$ cat src/rtl/flash_geom_probe.sv
module flash_geom_probe #(
  parameter int GAP_CYCLES = 4
) (
  input  logic        clk,
  input  logic        rst_n,
  input  logic        start,
  output logic        done,
  output logic        cs_n,
  output logic        xfer_req,
  output logic [7:0]  xfer_tx,
  input  logic        xfer_ack,
  input  logic [7:0]  xfer_rx,
  output logic        found,
  output logic [15:0] page_count,
  output logic [10:0] page_bytes,
  output logic [3:0]  addr_shift
);
  localparam int GW = $clog2(GAP_CYCLES + 1);

  typedef enum logic [2:0] {S_IDLE, S_ID, S_GAP, S_STAT, S_EVAL, S_FIN} state_t;
  state_t state;
  logic [39:0] id_q;
  logic [7:0]  stat_q;
  logic [2:0]  cnt;
  logic [GW-1:0] gcnt;

  assign xfer_req = (state == S_ID) || (state == S_STAT);
  assign cs_n     = !xfer_req;
  assign xfer_tx  = (cnt != 3'd0) ? 8'h00 : ((state == S_STAT) ? 8'hD7 : 8'h9F);
  assign done     = (state == S_FIN);

  logic        mfr_ok, hit, binopt;
  logic [15:0] t_pages;
  logic [3:0]  t_s;
  assign mfr_ok = (id_q[39:32] == 8'h1F);

  always_comb begin
    hit = 1'b1; binopt = 1'b1; t_pages = 16'd0; t_s = 4'd8;
    if (id_q == 40'h1F28000100) t_pages = 16'd32768;
    else begin
      case (id_q[39:16])
        24'h1F2200: t_pages = 16'd512;
        24'h1F2400: t_pages = 16'd2048;
        24'h1F2600: begin t_pages = 16'd4096; t_s = 4'd9; end
        24'h1F2700: begin t_pages = 16'd8192; t_s = 4'd9; binopt = 1'b0; end
        24'h1F2701: begin t_pages = 16'd8192; t_s = 4'd9; end
        24'h1F2800: begin t_pages = 16'd8192; t_s = 4'd10; end
        default:    hit = 1'b0;
      endcase
    end
  end

  logic        fb_ok;
  logic [15:0] fb_pages;
  logic [3:0]  fb_s;
  always_comb begin
    fb_ok = 1'b1; fb_pages = 16'd0; fb_s = 4'd8;
    case (stat_q & 8'h3C)
      8'h0C: fb_pages = 16'd512;
      8'h14: fb_pages = 16'd1024;
      8'h1C: fb_pages = 16'd2048;
      8'h24: fb_pages = 16'd4096;
      8'h2C: begin fb_pages = 16'd4096; fb_s = 4'd9; end
      8'h34: begin fb_pages = 16'd8192; fb_s = 4'd9; end
      8'h38, 8'h3C: begin fb_pages = 16'd8192; fb_s = 4'd10; end
      default: fb_ok = 1'b0;
    endcase
    if (stat_q == 8'h00 || stat_q == 8'hFF) fb_ok = 1'b0;
  end

  logic        r_found, r_bin;
  logic [15:0] r_pages;
  logic [3:0]  r_s;
  assign r_found = mfr_ok ? hit : fb_ok;
  assign r_pages = mfr_ok ? t_pages : fb_pages;
  assign r_s     = mfr_ok ? t_s : fb_s;
  assign r_bin   = mfr_ok && binopt && stat_q[0];

  wire need_status = !mfr_ok || (hit && binopt);

  always_ff @(posedge clk) begin
    if (!rst_n) begin
      state <= S_IDLE; id_q <= '0; stat_q <= '0; cnt <= '0; gcnt <= '0;
      found <= 1'b0; page_count <= '0; page_bytes <= '0; addr_shift <= '0;
    end else begin
      case (state)
        S_IDLE: if (start) begin state <= S_ID; cnt <= '0; end
        S_ID: if (xfer_ack) begin
          if (cnt != 3'd0) id_q <= {id_q[31:0], xfer_rx};
          if (cnt == 3'd5) begin state <= S_GAP; gcnt <= '0; end
          else cnt <= cnt + 3'd1;
        end
        S_GAP: begin
          if (gcnt == GW'(GAP_CYCLES - 1)) begin
            state <= need_status ? S_STAT : S_EVAL;
            cnt   <= '0;
          end else gcnt <= gcnt + 1'b1;
        end
        S_STAT: if (xfer_ack) begin
          if (cnt == 3'd1) begin stat_q <= xfer_rx; state <= S_EVAL; end
          else cnt <= cnt + 3'd1;
        end
        S_EVAL: begin
          state      <= S_FIN;
          found      <= r_found;
          page_count <= r_found ? r_pages : 16'd0;
          page_bytes <= !r_found ? 11'd0 :
                        r_bin ? (11'd1 << r_s) : ((11'd1 << r_s) + (11'd1 << (r_s - 4'd5)));
          addr_shift <= !r_found ? 4'd0 : (r_bin ? r_s : r_s + 4'd1);
        end
        default: state <= S_IDLE;
      endcase
    end
  end

  assert_ack_in_frame_R1: assert property (@(posedge clk) disable iff (!rst_n)
    xfer_ack |-> !cs_n);
  assert_cs_gap_R2: assert property (@(posedge clk) disable iff (!rst_n)
    $rose(cs_n) |=> cs_n);
  assert_done_pulse_R11: assert property (@(posedge clk) disable iff (!rst_n)
    done |=> !done);
  assert_hold_R11: assert property (@(posedge clk) disable iff (!rst_n)
    !done |-> ($stable(found) && $stable(page_count) && $stable(page_bytes) && $stable(addr_shift)));
  assert_clear_when_absent_R11: assert property (@(posedge clk) disable iff (!rst_n)
    !found |-> (page_count == 16'd0 && page_bytes == 11'd0 && addr_shift == 4'd0));
  assert_size_fits_shift_R5: assert property (@(posedge clk) disable iff (!rst_n)
    found |-> ({1'b0, page_bytes} <= (12'd1 << addr_shift) &&
               {1'b0, page_bytes} >  (12'd1 << (addr_shift - 4'd1))));
endmodule

$ cat config.mk
export PLATFORM = sky130hd
export DESIGN_NAME = flash_geom_probe
export DESIGN_NICKNAME = d
export VERILOG_FILES = /design/src/rtl/flash_geom_probe.sv
export SDC_FILE = /design/constraint.sdc
export NUM_CORES = 1
export LEC_CHECK = 0
export CAP_MARGIN = 20
export CORE_ASPECT_RATIO = 1.75
export CORE_MARGIN = 2
export CORE_UTILIZATION = 54
export CTS_CLUSTER_DIAMETER = 30
export DETAILED_ROUTE_END_ITERATION = 7
export DONT_BUFFER_PORTS = 1
export HOLD_SLACK_MARGIN = 0.12
export PLACE_DENSITY = 0.69
export SYNTH_ARGS = -nofsm -noshare
export SYNTH_HDL_FRONTEND = slang
export SYNTH_SLANG_ARGS = --single-unit
export TNS_END_PERCENT = 20
$ cat constraint.sdc
create_clock -name clk -period 6.35 [get_ports clk]
set_input_delay 0.3175 -clock clk [delete_from_list [all_inputs] [get_ports clk]]
set_output_delay 0.3175 -clock clk [all_outputs]
set_load 0.01 [all_outputs]
# Word level (Yosys, flattened, before mapping)
# Cells that the tools add are included.
# totals
in_bits	12
out_inout_bits	43
word_cells	117
regBits	89
# op_classes
n_shift	2
muxes	41
eq_ne	34
n_reduce_logical	26
addsub	5
# op_table
operator	count
== test 24 x 21 -> 1 bit (second input constant)	6
one-hot mux 14 bit (5 select lines)	1
one-hot mux 14 bit (4 select lines)	1
two-way mux 16 bit	3
two-way mux 3 bit	16
== test 40 x 37 -> 1 bit (second input constant)	1
two-way mux 11 bit	2
left shift 1 x 4 -> 11 bit (first input constant)	2
== test 4 bit (second input constant)	5
one-hot mux 3 bit (5 select lines)	1
inequality test 2 bit (second input constant)	7
two-way mux 4 bit	3
one-hot mux 3 bit (4 select lines)	1
adder 11 bit	1
== test 3 x 2 -> 1 bit (second input constant)	3
== test 3 bit (second input constant)	3
OR reduction 3 bit	3
== test 4 x 3 -> 1 bit (second input constant)	2
== test 8 x 5 -> 1 bit (second input constant)	1
== test 8 bit (second input constant)	1
logical NOT 8 bit	1
two-way mux 8 bit	1
one-hot mux 2 bit (2 select lines)	2
OR reduction 8 bit	1
23 further kinds	40

# Longest topological paths before layout
# depth
ltp_word	10
mapped_depth	9
ltp_nobuf	8

# Least setup slack after synthesis
# No wires, ideal clock.
# synth_timing
path_type	flip-flop to flip-flop
from	register id_q[28]
to	register addr_shift[1]
slack_ns	4.078
path_buffers	0
period_less_slack_ns	2.272
path_stages_with_launch	8
arrival_ns	2.186
path_cell_list	dfxtp_1 nor4b_2 nand4_2 or2_1 o21a_1 ha_1 or2b_2 a221oi_2
# synth_between
elab_chain_len	8
# synth_rtl
item	line_no	text
start, declared	22	logic [39:0] id_q;
start signal, assigned	89	if (cnt != 3'd0) id_q <= {id_q[31:0], xfer_rx};
== test 24 x 21 -> 1 bit	41	case (id_q[39:16])
OR reduction 3 bit (no source line)	--	
one-hot mux 2 bit (2 select lines)	41	
two-way mux 2 bit	39	if (id_q == 40'h1F28000100) t_pages = 16'd32768;
two-way mux 4 bit	76	assign r_s = mfr_ok ? t_s : fb_s;
adder 4 x 1 -> 4 bit	109	addr_shift <= !r_found ? 4'd0 : (r_bin ? r_s : r_s + 4'd1);
two-way mux 4 bit	109	
two-way mux 4 bit (*)	109	
end signal, assigned	109	
end, declared	16	output logic [3:0] addr_shift
# Mark *: on every way between the ends. The rest lies on a longest branch, timed or not.
# A chain may end at the register's enable or synchronous reset.

# Worst setup path after layout
# Same ends and word-level chain as after synthesis.

==> summary.md <==
| Metric | Value |
|---|---|
| Gpl congestion | `0.953` |
| Required time worst endpoint | `6.59 ns` |
| Worst-path cell chain | `nor4b_2 > nand4_2 > or2_1 > o21a_1 > ha_1 > or2b_2 > a221oi_2` |
| Final period util | `0.391` |
| Post-route DRC violation count | `0` |
| Synth top area share | `0.414` |
| R2R Path Start | `id_q[28]` |
| Post-Route WL | `8240 um` |
| Largest area contributor in the netlist | `dfxtp_1` |
| Reg2Reg Depth | `7` |
| Worst hold slack | `0.132 ns` |
| Final setup viols | `0` |
| Synth cell types | `65` |
| Setup Fix Bufs, Post-CTS | `0` |
| Final Core Density | `0.595` |
| Core Region | `0.00676 mm2` |
| Fmax | `roughly 0.40 GHz` |
| Yosys Warn Count | `0` |
| Status | `complete, no violations` |
| Final Hold Viols | `0` |
| Cell Pwr Density | `262 mW/mm2` |
| Hold Crit Class | `input port to flip-flop` |
| Synth Flop Type | `dfxtp_1` |
| Avg Cell Area, Syn | `8.09 um2` |
| P_leak | `1.40 nW` |
| Maximum number of pins on one net before global-route repair | `64` |
| Layout fillers | `about 620` |
| Die area | `roughly 0.0076 mm2` |
| Reg2reg end | `addr_shift[1]` |
| Cell area after synthesis | `0.00373 mm2` |
| Post-place setup slack | `~3.8 ns` |
| Placed insts | `513` |
| Pins over their slew limit | `0` |
| I/O pin cnt | `between 50 and 60` |
| Final ANT Viol Nets | `0` |
| Yosys reg bits | `77` |
| Clock Pin Slew Worst Setup and Hold Paths | `0.05 ns` |
| Placed Area | `0.00363 mm2` |
| R2R setup slack | `3.87 ns` |
| Vias/cell | `5.77` |
| Register area share after synthesis | `0.414` |
| Std cell rows | `40` |
| Max-slew headroom | `0.395` |
| Gr usage total | `0.233` |
| Die H | `about 110 um` |
| Gr ovfl total | `0` |
| Hold buffers post-CTS | `5` |
| Post-Synthesis Cells | `461` |
| # diodes | `0` |
| Die X | `66.8 um` |
| Wire per inst | `15.4 um` |
| Number of iterations in the first detailed-routing pass | `4` |
| Unrepaired setup endpoints after global routing | `no` |
| Fraction of layout cells with a size suffix above 1 | `0.0865` |
| WS Path Type | `flip-flop to flip-flop` |
| DRT iter0 DRCs | `about 170` |
| Post-Route Setup TNS | `0 ns` |
| TritonCTS clock tree | `done` |
| Final net count | `approximately 470` |
| Hold Path Cell Cnt | `2` |
| Post-synth EDFFs | `0` |
| Setup ws final | `3.87 ns` |
| Number of global-route vias before repair | `2958` |
| Final HPWL DP | `6020 um` |
| Initial antenna violation count | `0` |
| CP Data Arrival Time | `2.73 ns` |
| CTS resizes | `0` |
| VDD IR max | `0.000165 V` |
| Hold Path End | `id_q[1]` |
| Async S/R FF share, synth | `0` |
| Tot Pwr | `about 1.1 mW` |
| Clk root buf | `clkbuf_16` |
| CP startpoint kind | `flip-flop` |
| Max-cap violation count | `0` |
| Slowest cell on the critical path | `nor4b_2` |
| Clk sinks | `77` |
| CTS buffer count | `9` |
| Initial Utilization | `0.552` |
| Most frequent cell after synthesis | `nand2_1` |
| Vias post-DR | `3085` |
| Min-Delay Startpoint | `xfer_rx[1]` |
| Most common library cells after synthesis | `nand2_1 (109), dfxtp_1 (77), a21oi_1 (53)` |
| Worst Max-Slew Pin Slew | `0.904 ns` |
| Skew final | `roughly 0.0053 ns` |
| Area Growth Syn to Fin | `7.89%` |
| CTS max path bufs | `2` |
| H-tree depth | `3` |
| Clk Latency, worst-skew pair | `0.33 ns` |
| Design area | `0.00402 mm2` |
| CP max stage delay | `roughly 0.46 ns` |
| Min Clock Period, post-route | `2.48 ns` |
| Port Buffers | `0` |
| Crit end category | `flip-flop` |
| Leading post-synthesis cells by cell area | `dfxtp_1 (41%), nand2_1 (11%), a21oi_1 (7.1%), buf_4 (3.6%), ha_1 (3.0%)` |
| Peak fanout along the critical path | `8` |
| First-pass GRT wire length | `13500 um` |
| Fin cells | `535` |
cells in the final DEF (no fill, tap or decap), types with 3 or more instances in the layout:
cell type	netlist	layout
nand2_1	109	109
dfxtp_1	77	77
a21oi_1	53	53
nor2_1	24	24
o21ai_0	16	16
inv_1	11	11
nand3_1	11	11
mux2i_1	11	11
conb_1	1	11
nor3_1	10	10
ha_1	9	9
clkbuf_16	0	9
nand4_1	6	6
and3_1	5	5
a31oi_1	5	5
dlygate4sd3_1	0	5
nor4b_1	4	4
and4_1	3	3
xor2_1	3	3
o21a_1	3	3
nor4_1	3	3
a32o_1	3	3
worst max-delay path: cells and delay by family (launching register included):
kind,cells,cell delay [ns]
flops,1,0.34
fa+ha+maj,1,0.29
compound gates,2,0.41
simple gates,4,1.35
how the worst max path moves through the flow:
| stage | from | endpoint | slack, ns | cells after the start |
|---|---|---|---|---|
| floorplan | id_q[28] | addr_shift[1] | 4.08 | 7 |
| global placement | id_q[28] | addr_shift[1] | 3.93 | 7 |
| global route | id_q[28] | addr_shift[1] | 3.74 | 7 |
| CTS | id_q[37] | page_bytes[3] | 3.82 | 5 |
| detailed placement | id_q[37] | page_bytes[3] | 3.80 | 5 |
| finish | id_q[28] | addr_shift[1] | 3.87 | 7 |
where the power goes:
part           switching (mW)  total, mW  leakage (nW)  internal, mW
sequential            0.00252      0.487         0.620         0.485
combinational          0.0226     0.0304         0.628       0.00778
clock                   0.186      0.537         0.152         0.352
total                   0.211       1.05          1.40         0.844
cell families (layout without fill, tap and decap cells):
kind of cell,after synthesis,in the layout,share of synthesized area
adders and majority gates,9,9,0.0302
and+or+nand+nor,205,205,0.279
AOI/OAI and AO/OA,99,99,0.159
DFF,77,77,0.414
buffers and inverters,56,36,0.0802
other,1,11,0.00101
muxes,11,11,0.0295
xor gates and xnor gates,3,3,0.00705
state kept, by name, summed over array words and instances, names as in the netlist:
name and cells:
page_bytes 11, id_q 40, cnt 3, found 1, stat_q 8, gcnt 3
page_count 6, addr_shift 2, state 3
final cells by class:
cell class / count / area (um2) / area share
timing repair buffer: 9 / 90.1 / 0.0224
multi-input combinational: 338 / 1920 / 0.479
sequential: 77 / 1540 / 0.383
tap: 84 / 105 / 0.0261
inverter: 12 / 45.0 / 0.0112
clock buffer: 11 / 243 / 0.0604
clock inverter: 4 / 72.6 / 0.0180
layer usage:
metal / up-vias / global-route usage / wire (um)
met3: 27 / 0.0513 / 290
met2: 65 / 0.413 / 4550
met1: 1448 / 0.243 / 3070
met5: - / 0 / 0
li1: 1545 / - / -
met4: 0 / 0.135 / 333
Power figures use the tool's default switching activity.
